`src/rtl/fwd_pkg.sv`:
```
package fwd_pkg;
  typedef enum logic [2:0] {
    SRC_ZERO = 3'd0,
    SRC_EX   = 3'd1,
    SRC_MEM  = 3'd2,
    SRC_WB   = 3'd3,
    SRC_RF   = 3'd4
  } fwd_src_e;
endpackage

```
`src/rtl/fwd_src_select.sv`:
```
module fwd_src_select
  import fwd_pkg::*;
#(
  parameter int XLEN = 32,
  parameter int RAW  = 5
) (
  input  logic            clk,
  input  logic            rst,
  input  logic [RAW-1:0]  src,
  input  logic [XLEN-1:0] rf_data,
  input  logic [RAW-1:0]  ex_dst,
  input  logic            ex_wen,
  input  logic            ex_load,
  input  logic [XLEN-1:0] ex_result,
  input  logic [RAW-1:0]  mem_dst,
  input  logic            mem_wen,
  input  logic [XLEN-1:0] mem_result,
  input  logic [RAW-1:0]  wb_dst,
  input  logic            wb_wen,
  input  logic [XLEN-1:0] wb_data,
  output logic [XLEN-1:0] value,
  output logic            load_hit
);
  logic     src_nz;
  logic     ex_match, mem_match, wb_match;
  fwd_src_e pick;

  assign src_nz    = (src != '0);
  assign ex_match  = src_nz && ex_wen  && (ex_dst  == src);
  assign mem_match = src_nz && mem_wen && (mem_dst == src);
  assign wb_match  = src_nz && wb_wen  && (wb_dst  == src);
  assign load_hit  = ex_match && ex_load;

  // Youngest producer first; a load in execute has no data yet.
  always_comb begin
    if (!src_nz)                   pick = SRC_ZERO;
    else if (ex_match && !ex_load) pick = SRC_EX;
    else if (mem_match)            pick = SRC_MEM;
    else if (wb_match)             pick = SRC_WB;
    else                           pick = SRC_RF;
  end

  always_comb begin
    unique case (pick)
      SRC_ZERO: value = '0;
      SRC_EX:   value = ex_result;
      SRC_MEM:  value = mem_result;
      SRC_WB:   value = wb_data;
      default:  value = rf_data;
    endcase
  end

  // register 0 yields zero whatever the producers carry
  assert_zero_source_R2: assert property (@(posedge clk) disable iff (rst)
    (src == '0) |-> (value == '0 && !load_hit));

  // a producer that does not write never drives the operand
  assert_no_wen_no_ex_R8: assert property (@(posedge clk) disable iff (rst)
    (!ex_wen && !mem_wen && !wb_wen) |-> (value == (src == '0 ? '0 : rf_data)));
endmodule

```
`src/rtl/fwd_load_hazard.sv`:
```
module fwd_load_hazard #(
  parameter int NSRC = 2
) (
  input  logic            clk,
  input  logic            rst,
  input  logic [NSRC-1:0] load_hit,
  input  logic [NSRC-1:0] src_used,
  input  logic            ex_load,
  output logic            stall
);
  logic [NSRC-1:0] need;

  for (genvar i = 0; i < NSRC; i++) begin : g_need
    assign need[i] = load_hit[i] && src_used[i];
  end

  assign stall = |need;

  // a stall is only ever caused by a load in execute
  assert_stall_needs_load_R6: assert property (@(posedge clk) disable iff (rst)
    stall |-> ex_load);

  // sources that are not read cannot stall
  assert_unused_no_stall_R9: assert property (@(posedge clk) disable iff (rst)
    (src_used == '0) |-> !stall);
endmodule

```
`src/rtl/fwd_operand_reg.sv`:
```
module fwd_operand_reg #(
  parameter int XLEN = 32,
  parameter int NSRC = 2
) (
  input  logic                      clk,
  input  logic                      rst,
  input  logic                      bubble_in,
  input  logic [NSRC-1:0][XLEN-1:0] d,
  output logic [NSRC-1:0][XLEN-1:0] q,
  output logic                      bubble_q
);
  always_ff @(posedge clk) begin
    if (rst) begin
      q        <= '0;
      bubble_q <= 1'b1;
    end else if (bubble_in) begin
      q        <= '0;
      bubble_q <= 1'b1;
    end else begin
      q        <= d;
      bubble_q <= 1'b0;
    end
  end

  // a stall cycle leaves an empty slot in the decode/execute register
  assert_bubble_after_stall_R6: assert property (@(posedge clk) disable iff (rst)
    bubble_in |=> (bubble_q && q == '0));

  // a cycle without stall loads a real instruction
  assert_no_bubble_when_free_R11: assert property (@(posedge clk) disable iff (rst)
    !bubble_in |=> !bubble_q);
endmodule

```
`src/rtl/dec_fwd_unit.sv`:
```
module dec_fwd_unit #(
  parameter int XLEN = 32,
  parameter int NREG = 32,
  localparam int RAW = $clog2(NREG)
) (
  input  logic            clk,
  input  logic            rst,
  input  logic [RAW-1:0]  id_src_a,
  input  logic [RAW-1:0]  id_src_b,
  input  logic            id_use_a,
  input  logic            id_use_b,
  input  logic [XLEN-1:0] rf_data_a,
  input  logic [XLEN-1:0] rf_data_b,
  input  logic [RAW-1:0]  ex_dst,
  input  logic            ex_wen,
  input  logic            ex_load,
  input  logic [XLEN-1:0] ex_result,
  input  logic [RAW-1:0]  mem_dst,
  input  logic            mem_wen,
  input  logic [XLEN-1:0] mem_result,
  input  logic [RAW-1:0]  wb_dst,
  input  logic            wb_wen,
  input  logic [XLEN-1:0] wb_data,
  output logic            stall,
  output logic [XLEN-1:0] idex_op_a,
  output logic [XLEN-1:0] idex_op_b,
  output logic            idex_bubble
);
  localparam int NSRC = 2;

  logic [NSRC-1:0][RAW-1:0]  src_num;
  logic [NSRC-1:0][XLEN-1:0] rf_rd;
  logic [NSRC-1:0][XLEN-1:0] sel_val;
  logic [NSRC-1:0][XLEN-1:0] op_q;
  logic [NSRC-1:0]           src_used;
  logic [NSRC-1:0]           load_hit;

  assign src_num  = {id_src_b, id_src_a};
  assign rf_rd    = {rf_data_b, rf_data_a};
  assign src_used = {id_use_b, id_use_a};

  for (genvar i = 0; i < NSRC; i++) begin : g_src
    fwd_src_select #(.XLEN(XLEN), .RAW(RAW)) u_sel (
      .clk        (clk),
      .rst        (rst),
      .src        (src_num[i]),
      .rf_data    (rf_rd[i]),
      .ex_dst     (ex_dst),
      .ex_wen     (ex_wen),
      .ex_load    (ex_load),
      .ex_result  (ex_result),
      .mem_dst    (mem_dst),
      .mem_wen    (mem_wen),
      .mem_result (mem_result),
      .wb_dst     (wb_dst),
      .wb_wen     (wb_wen),
      .wb_data    (wb_data),
      .value      (sel_val[i]),
      .load_hit   (load_hit[i])
    );
  end

  fwd_load_hazard #(.NSRC(NSRC)) u_haz (
    .clk      (clk),
    .rst      (rst),
    .load_hit (load_hit),
    .src_used (src_used),
    .ex_load  (ex_load),
    .stall    (stall)
  );

  fwd_operand_reg #(.XLEN(XLEN), .NSRC(NSRC)) u_reg (
    .clk       (clk),
    .rst       (rst),
    .bubble_in (stall),
    .d         (sel_val),
    .q         (op_q),
    .bubble_q  (idex_bubble)
  );

  assign idex_op_a = op_q[0];
  assign idex_op_b = op_q[1];

  // a non-load result in execute reaches the consumer with no stall
  assert_ex_bypass_a_R3: assert property (@(posedge clk) disable iff (rst)
    (ex_wen && !ex_load && ex_dst == id_src_a && id_src_a != '0)
    |=> (idex_op_a == $past(ex_result) || $past(stall)));

  // no stall is ever requested for a non-load producer
  assert_alu_no_stall_R3: assert property (@(posedge clk) disable iff (rst)
    !ex_load |-> !stall);

  // execute beats memory for the second source
  assert_ex_over_mem_b_R5: assert property (@(posedge clk) disable iff (rst)
    (!stall && ex_wen && !ex_load && mem_wen && ex_dst == id_src_b
     && mem_dst == id_src_b && id_src_b != '0)
    |=> (idex_op_b == $past(ex_result)));

  // the register leaves reset empty
  assert_reset_state_R1: assert property (@(posedge clk)
    rst |=> (idex_bubble && idex_op_a == '0 && idex_op_b == '0));
endmodule

```
`config.mk`:
```
export PLATFORM = sky130hd
export DESIGN_NAME = dec_fwd_unit
export DESIGN_NICKNAME = d
export VERILOG_FILES = /design/src/rtl/fwd_pkg.sv /design/src/rtl/fwd_src_select.sv /design/src/rtl/fwd_load_hazard.sv /design/src/rtl/fwd_operand_reg.sv /design/src/rtl/dec_fwd_unit.sv
export SDC_FILE = /design/constraint.sdc
export NUM_CORES = 1
export LEC_CHECK = 0
export BUFFER_PORTS_ARGS = -buffer_cell sky130_fd_sc_hd__buf_2
export CAP_MARGIN = 40
export CORE_ASPECT_RATIO = 0.75
export CORE_MARGIN = 5
export CORE_UTILIZATION = 47
export DETAILED_ROUTE_END_ITERATION = 8
export PLACE_DENSITY = 0.87
export RECOVER_POWER = 25
export SETUP_SLACK_MARGIN = 0.4
export SKIP_LAST_GASP = 1
export SYNTH_ARGS = -nofsm -noshare
export SYNTH_HDL_FRONTEND = slang
export SYNTH_SLANG_ARGS = --single-unit
```
`constraint.sdc`:
```
create_clock -name clk -period 5.6 [get_ports clk]
set_input_delay 1.12 -clock clk [delete_from_list [all_inputs] [get_ports clk]]
set_output_delay 1.12 -clock clk [all_outputs]
set_load 0.05 [all_outputs]
```
Word level (Yosys, flattened, before mapping):

Index checks and enable logic that the tools add are counted.

* equality and inequality tests: 12
* mux-type cells: 11
* reduce and logical (&&, ||, !) cells: 25

Operator list (count)
* one-hot mux 32 bit (4 select lines): 2
* equality test 5 bit: 6
* two-way mux 3 bit: 8
* logical AND 1 bit: 18
* equality test 3 x 2 -> 1 bit (second input constant): 4
* nonzero test 5 bit: 2
* equality test 3 x 1 -> 1 bit (second input constant): 2
* logical NOT 3 bit: 2
* OR reduction 3 bit: 1
* OR reduction 2 bit: 1
* logical NOT 1 bit: 1
* two-way mux 1 bit: 1

* register bits: 65
* input port bits: 193
* word-level logic and storage cells: 51

Logic depth before layout (Yosys ltp):

* depth after elaboration: 9
* depth in mapped cells: 8
* depth with buffers taken out: 6

Cells and area by module:

A second synthesis with hierarchy kept.

* cells, all modules: 511
* area, all modules: 4738.3 um^2

Modules (own cells, without submodules)
* fwd_src_select: times used 2, cells each 183, area each 1275.0 um^2, sequential area each 0.0 um^2
* fwd_operand_reg: times used 1, cells each 144, area each 2179.6 um^2, sequential area each 1301.2 um^2
* fwd_load_hazard: times used 1, cells each 1, area each 8.8 um^2, sequential area each 0.0 um^2

Worst setup path before layout:

Ideal clock, no wire load.

* path kind: input to output
* start: input ex_dst[0]
* end: output stall
* data arrival time: 2.495 ns
* data required time: 4.480 ns
* setup slack: 1.985 ns
* stages on the path: 4
* path through: xnor2_1 -> nand2_1 -> nor4b_1 -> a22o_1

* word-level cells in the longest chain between the ends: 5
* elaborated cells between the ends (all ways): 9
* classes of those cells: eq/ne (2); reduce/logical (7)

RTL lines
* start: declaration: RTL line dec_fwd_unit.sv:14 `input logic [RAW-1:0] ex_dst,`
* equality test 5 bit: RTL line fwd_src_select.sv:29 `assign ex_match = src_nz && ex_wen && (ex_dst == src);`
* logical AND 1 bit: RTL line fwd_src_select.sv:29
* logical AND 1 bit: RTL line fwd_src_select.sv:32 `assign load_hit = ex_match && ex_load;`
* logical AND 1 bit: RTL line fwd_load_hazard.sv:14 `assign need[i] = load_hit[i] && src_used[i];`
* OR reduction 2 bit *: RTL line fwd_load_hazard.sv:17 `assign stall = |need;`
* end: declaration: RTL line dec_fwd_unit.sv:24 `output logic stall,`

Every way passes the cells marked *; elsewhere a longest branch is shown, timed or not.

Final worst setup path:

* start: input id_src_a[4]
* end: output stall

* word-level cells in the longest chain between the ends: 6
* elaborated cells between the ends (all ways): 7
* classes of those cells: eq/ne (1); reduce/logical (6)

RTL lines
* start: declaration: RTL line dec_fwd_unit.sv:8 `input logic [RAW-1:0] id_src_a,`
* nonzero test 5 bit: RTL line fwd_src_select.sv:28 `assign src_nz = (src != '0);`
* logical AND 1 bit: RTL line fwd_src_select.sv:29
* logical AND 1 bit *: RTL line fwd_src_select.sv:29
* logical AND 1 bit *: RTL line fwd_src_select.sv:32
* logical AND 1 bit *: RTL line fwd_load_hazard.sv:14
* OR reduction 2 bit *: RTL line fwd_load_hazard.sv:17

Marks and branches as above.

==> results.md <==
- Dividing the detail-routed wire length by the instance count gives 20.0 um.
- The sequential element share of the synthesized area is 31.2%.
- The count of buffers added by post-CTS timing repair for setup is 0.
- The total area of sequential cells is 0.00130 mm2.
- The run finished with clean final reports.
- The number of violations of the max-capacitance limit is 0.
- The floorplan step defined a die boundary enclosing 0.0109 mm2.
- The most common library cell in the layout ignoring fill and taps is sky130_fd_sc_hd__buf_2.
- The number of remaining DRC errors is 0.
- The library cells used most frequently in the layout, excluding fill and tap cells, are sky130_fd_sc_hd__buf_2, sky130_fd_sc_hd__nand2_1, sky130_fd_sc_hd__nor2_1.
- The effective utilization at floorplan is 48.7%.
- After legalization and detailed placement, the total HPWL measured 12.6 mm.
- The number of buffers inserted for hold repair after clock tree synthesis is 0.
- The total power divided by cell area is 254 mW/mm2.
- After detailed routing, the number of vias per cell comes to 6.08.
- Of the available clock period, the critical path in the final layout requires 70.2%.
- Routability-driven placement finished with a final weighted congestion of 0.898.
- Compared with the post-synthesis result, the final layout area differs by 39.5%.
- After synthesis the netlist holds a flip-flop and latch count of 65.
- The final hold violation count was 0.
- After clock tree synthesis, the clock-pin slew on the worst setup and hold paths is 60 ps.
- For this run the aggregate overflow at the end of global routing stands at 0.
- The number of distinct library cells after synthesis is 38.
- The global router's overall resource usage is 30.5%.
- The pin slew with the least headroom to its limit is 771 ps.
- The path category of the worst min-delay check is in -> reg.
- The count of instances resized after the clock tree is built is 0.
- Setup violations remaining at the end of the flow were counted as 0.
- The number of global-route vias before repair is 5,481.
- The number of antenna violations at the first check in global routing is 0.
- Based on the critical path, the design can be clocked at up to 254 MHz.
- After synthesis the cells add up to 0.00417 mm2.
- The critical path goes through buf_2, xnor2_1, nand2_1, nor4b_1, a22o_1, buf_2.
- Port buffering added 258 buffers.
- The worst-case IR drop observed on VDD is 0.000140 V.
- The first detailed-routing pass ran for 5 iterations.
- By instance count, the cell type seen most on the critical path is sky130_fd_sc_hd__buf_2.
- The synthesized net count is 695.
- The clock passes through at most 2 buffers.
- For the final routed database, the setup TNS stands at 0 ps.
- The clock period could shrink to 3930 ps.
- The total via count after detailed routing is 5,178.
- The number of placed instances, taps included is 835.
- From bottom edge to top edge, the die measures 91.6 um.
- In this run the number of H-tree levels came out at 3.
- The slowest cell on the critical path is sky130_fd_sc_hd__nor4b_1.
- The area used by multi-input combinational logic is 0.00268 mm2.
- The DRC marker count from the first detailed-route iteration is 626.
- The most used flip-flop cell after synthesis is sky130_fd_sc_hd__dfxtp_1.
- The overall routed net length is 17.0 mm.
- For this run, the number of Yosys warnings is 0.
- The critical path is of the in -> out type.
- The async set or reset register ratio after synthesis is 0%.
- The tree is rooted in a sky130_fd_sc_hd__clkbuf_16.
- For the worst setup path, the data required time is 4480 ps.
- In this run the horizontal extent of the chip is 119 um.
- The average cell area after synthesis is 8.31 um2.
- Entering global routing, the biggest net connects 65 pins.
- Setup repair after global routing left no endpoint under its margin.
- The fill cell instance count of the final layout is 700.
- The TritonCTS buffer count is 9.
- The final non-filler cell area is 0.00582 mm2.
- In this run the worst path has a maximum fanout of 4.
- Measured against its own limit, the worst slew margin works out to 48.5%.
- The ratio of cells with drive above 1 in the final layout is 40.6%.
- Measured on the finished design, the core utilization comes to 67.9%.
- The largest single stage delay on the critical path is 660 ps.
- The worst setup path is captured at a primary output.
- The final cell count without fillers is 851.
- The first global-routing pass estimated 27.2 mm of wire.
- The number of nets with antenna violations after detailed routing is 0.
- 0 antenna diodes ended up in the layout.
- The post-synthesis cell count is 502.
- The core region is 0.00856 mm2.
- The TritonCTS clock tree is yes.
- The number of enable flip-flop cells after synthesis is 0.
- The arrival time at the worst endpoint is 2810 ps.
- The analysis attributes to cell leakage a power of 2.73 nW.
- In the final design database the tool counted 931 nets.
- Row generation in the floorplan step produced 29 rows.
- The area of placed instances is 0.00555 mm2.
- STA classifies the critical path startpoint as an input pin.
- The number of ports placed on the die boundary is 259.
- The final count of pins violating max slew came to 0.
- CTS saw 65 sinks.
==> cell type report <==
type,instances,area share (%)
multi-input combinational,389,46.0
timing repair buffer,271,23.9
sequential,65,22.4
clock buffer,10,4.11
tap,108,2.32
clock inverter,6,1.14
inverter,2,0.129
==> logic make-up after synthesis <==
group / after synthesis / synth area share (%)
compound gates: 166 / 35.9
xor+xnor: 30 / 6.30
buf+inv: 48 / 5.31
flops: 65 / 31.2
simple gates: 193 / 21.2
==> sequential cells by signal (all words and copies together), names as in the netlist <==
signal and cells:
u_reg.bubble_q 1, u_reg.q 64
==> final timing paths <==
kind           from     endpoint  slack (ps)  cells after the start
max     id_src_a[4]        stall        1670                      6
min   rf_data_b[12]  u_reg.q[44]        1030                      2
==> worst max-delay path, delay by kind of cell <==
kind,cells,cell delay (ps)
AO/OA/AOI/OAI,1,240
AND/OR/NAND/NOR,2,820
XOR/XNOR,1,230
buffers and inverters,2,400
==> Yosys cell counts, types with 6 or more instances <==
cell type,count,area (um2)
sky130_fd_sc_hd__nand2_1,71,267
sky130_fd_sc_hd__nor2_1,67,251
sky130_fd_sc_hd__dfxtp_1,65,1300
sky130_fd_sc_hd__o211a_1,32,320
sky130_fd_sc_hd__a2bb2oi_1,31,272
sky130_fd_sc_hd__o21ai_0,31,155
sky130_fd_sc_hd__o221ai_1,31,272
sky130_fd_sc_hd__a211oi_2,30,375
sky130_fd_sc_hd__clkbuf_1,25,93.8
sky130_fd_sc_hd__nor3_1,23,115
sky130_fd_sc_hd__xnor2_1,18,158
sky130_fd_sc_hd__buf_2,15,75.1
sky130_fd_sc_hd__xor2_1,12,105
sky130_fd_sc_hd__nor3_2,8,80.1
sky130_fd_sc_hd__nand3_1,6,30.0
==> report_power, final <==
part,switching [mW],internal [mW]
clock,0.212,0.357
sequential,0.0107,0.500
combinational,0.270,0.125
==> stage by stage <==
step | hold slack [ps] | power, mW | setup WS, ps
floorplan | 1240 | 0.754 | 1980
global placement | 1360 | 0.906 | 1790
detailed placement | 1360 | 0.916 | 1650
CTS | 1020 | 1.48 | 1650
global route | 1030 | 1.53 | 1470
finish | 1030 | 1.48 | 1670
==> layer usage <==
layer | share of wire, % | GRT usage, % | vias up
met5 | 0 | 0 | -
met4 | 2.6 | 12.1 | 0
met3 | 11 | 8.51 | 51
met2 | 49 | 53.8 | 380
met1 | 37 | 35.1 | 2409
li1 | - | - | 2338
No activity file was read; power rests on OpenSTA's default activity.
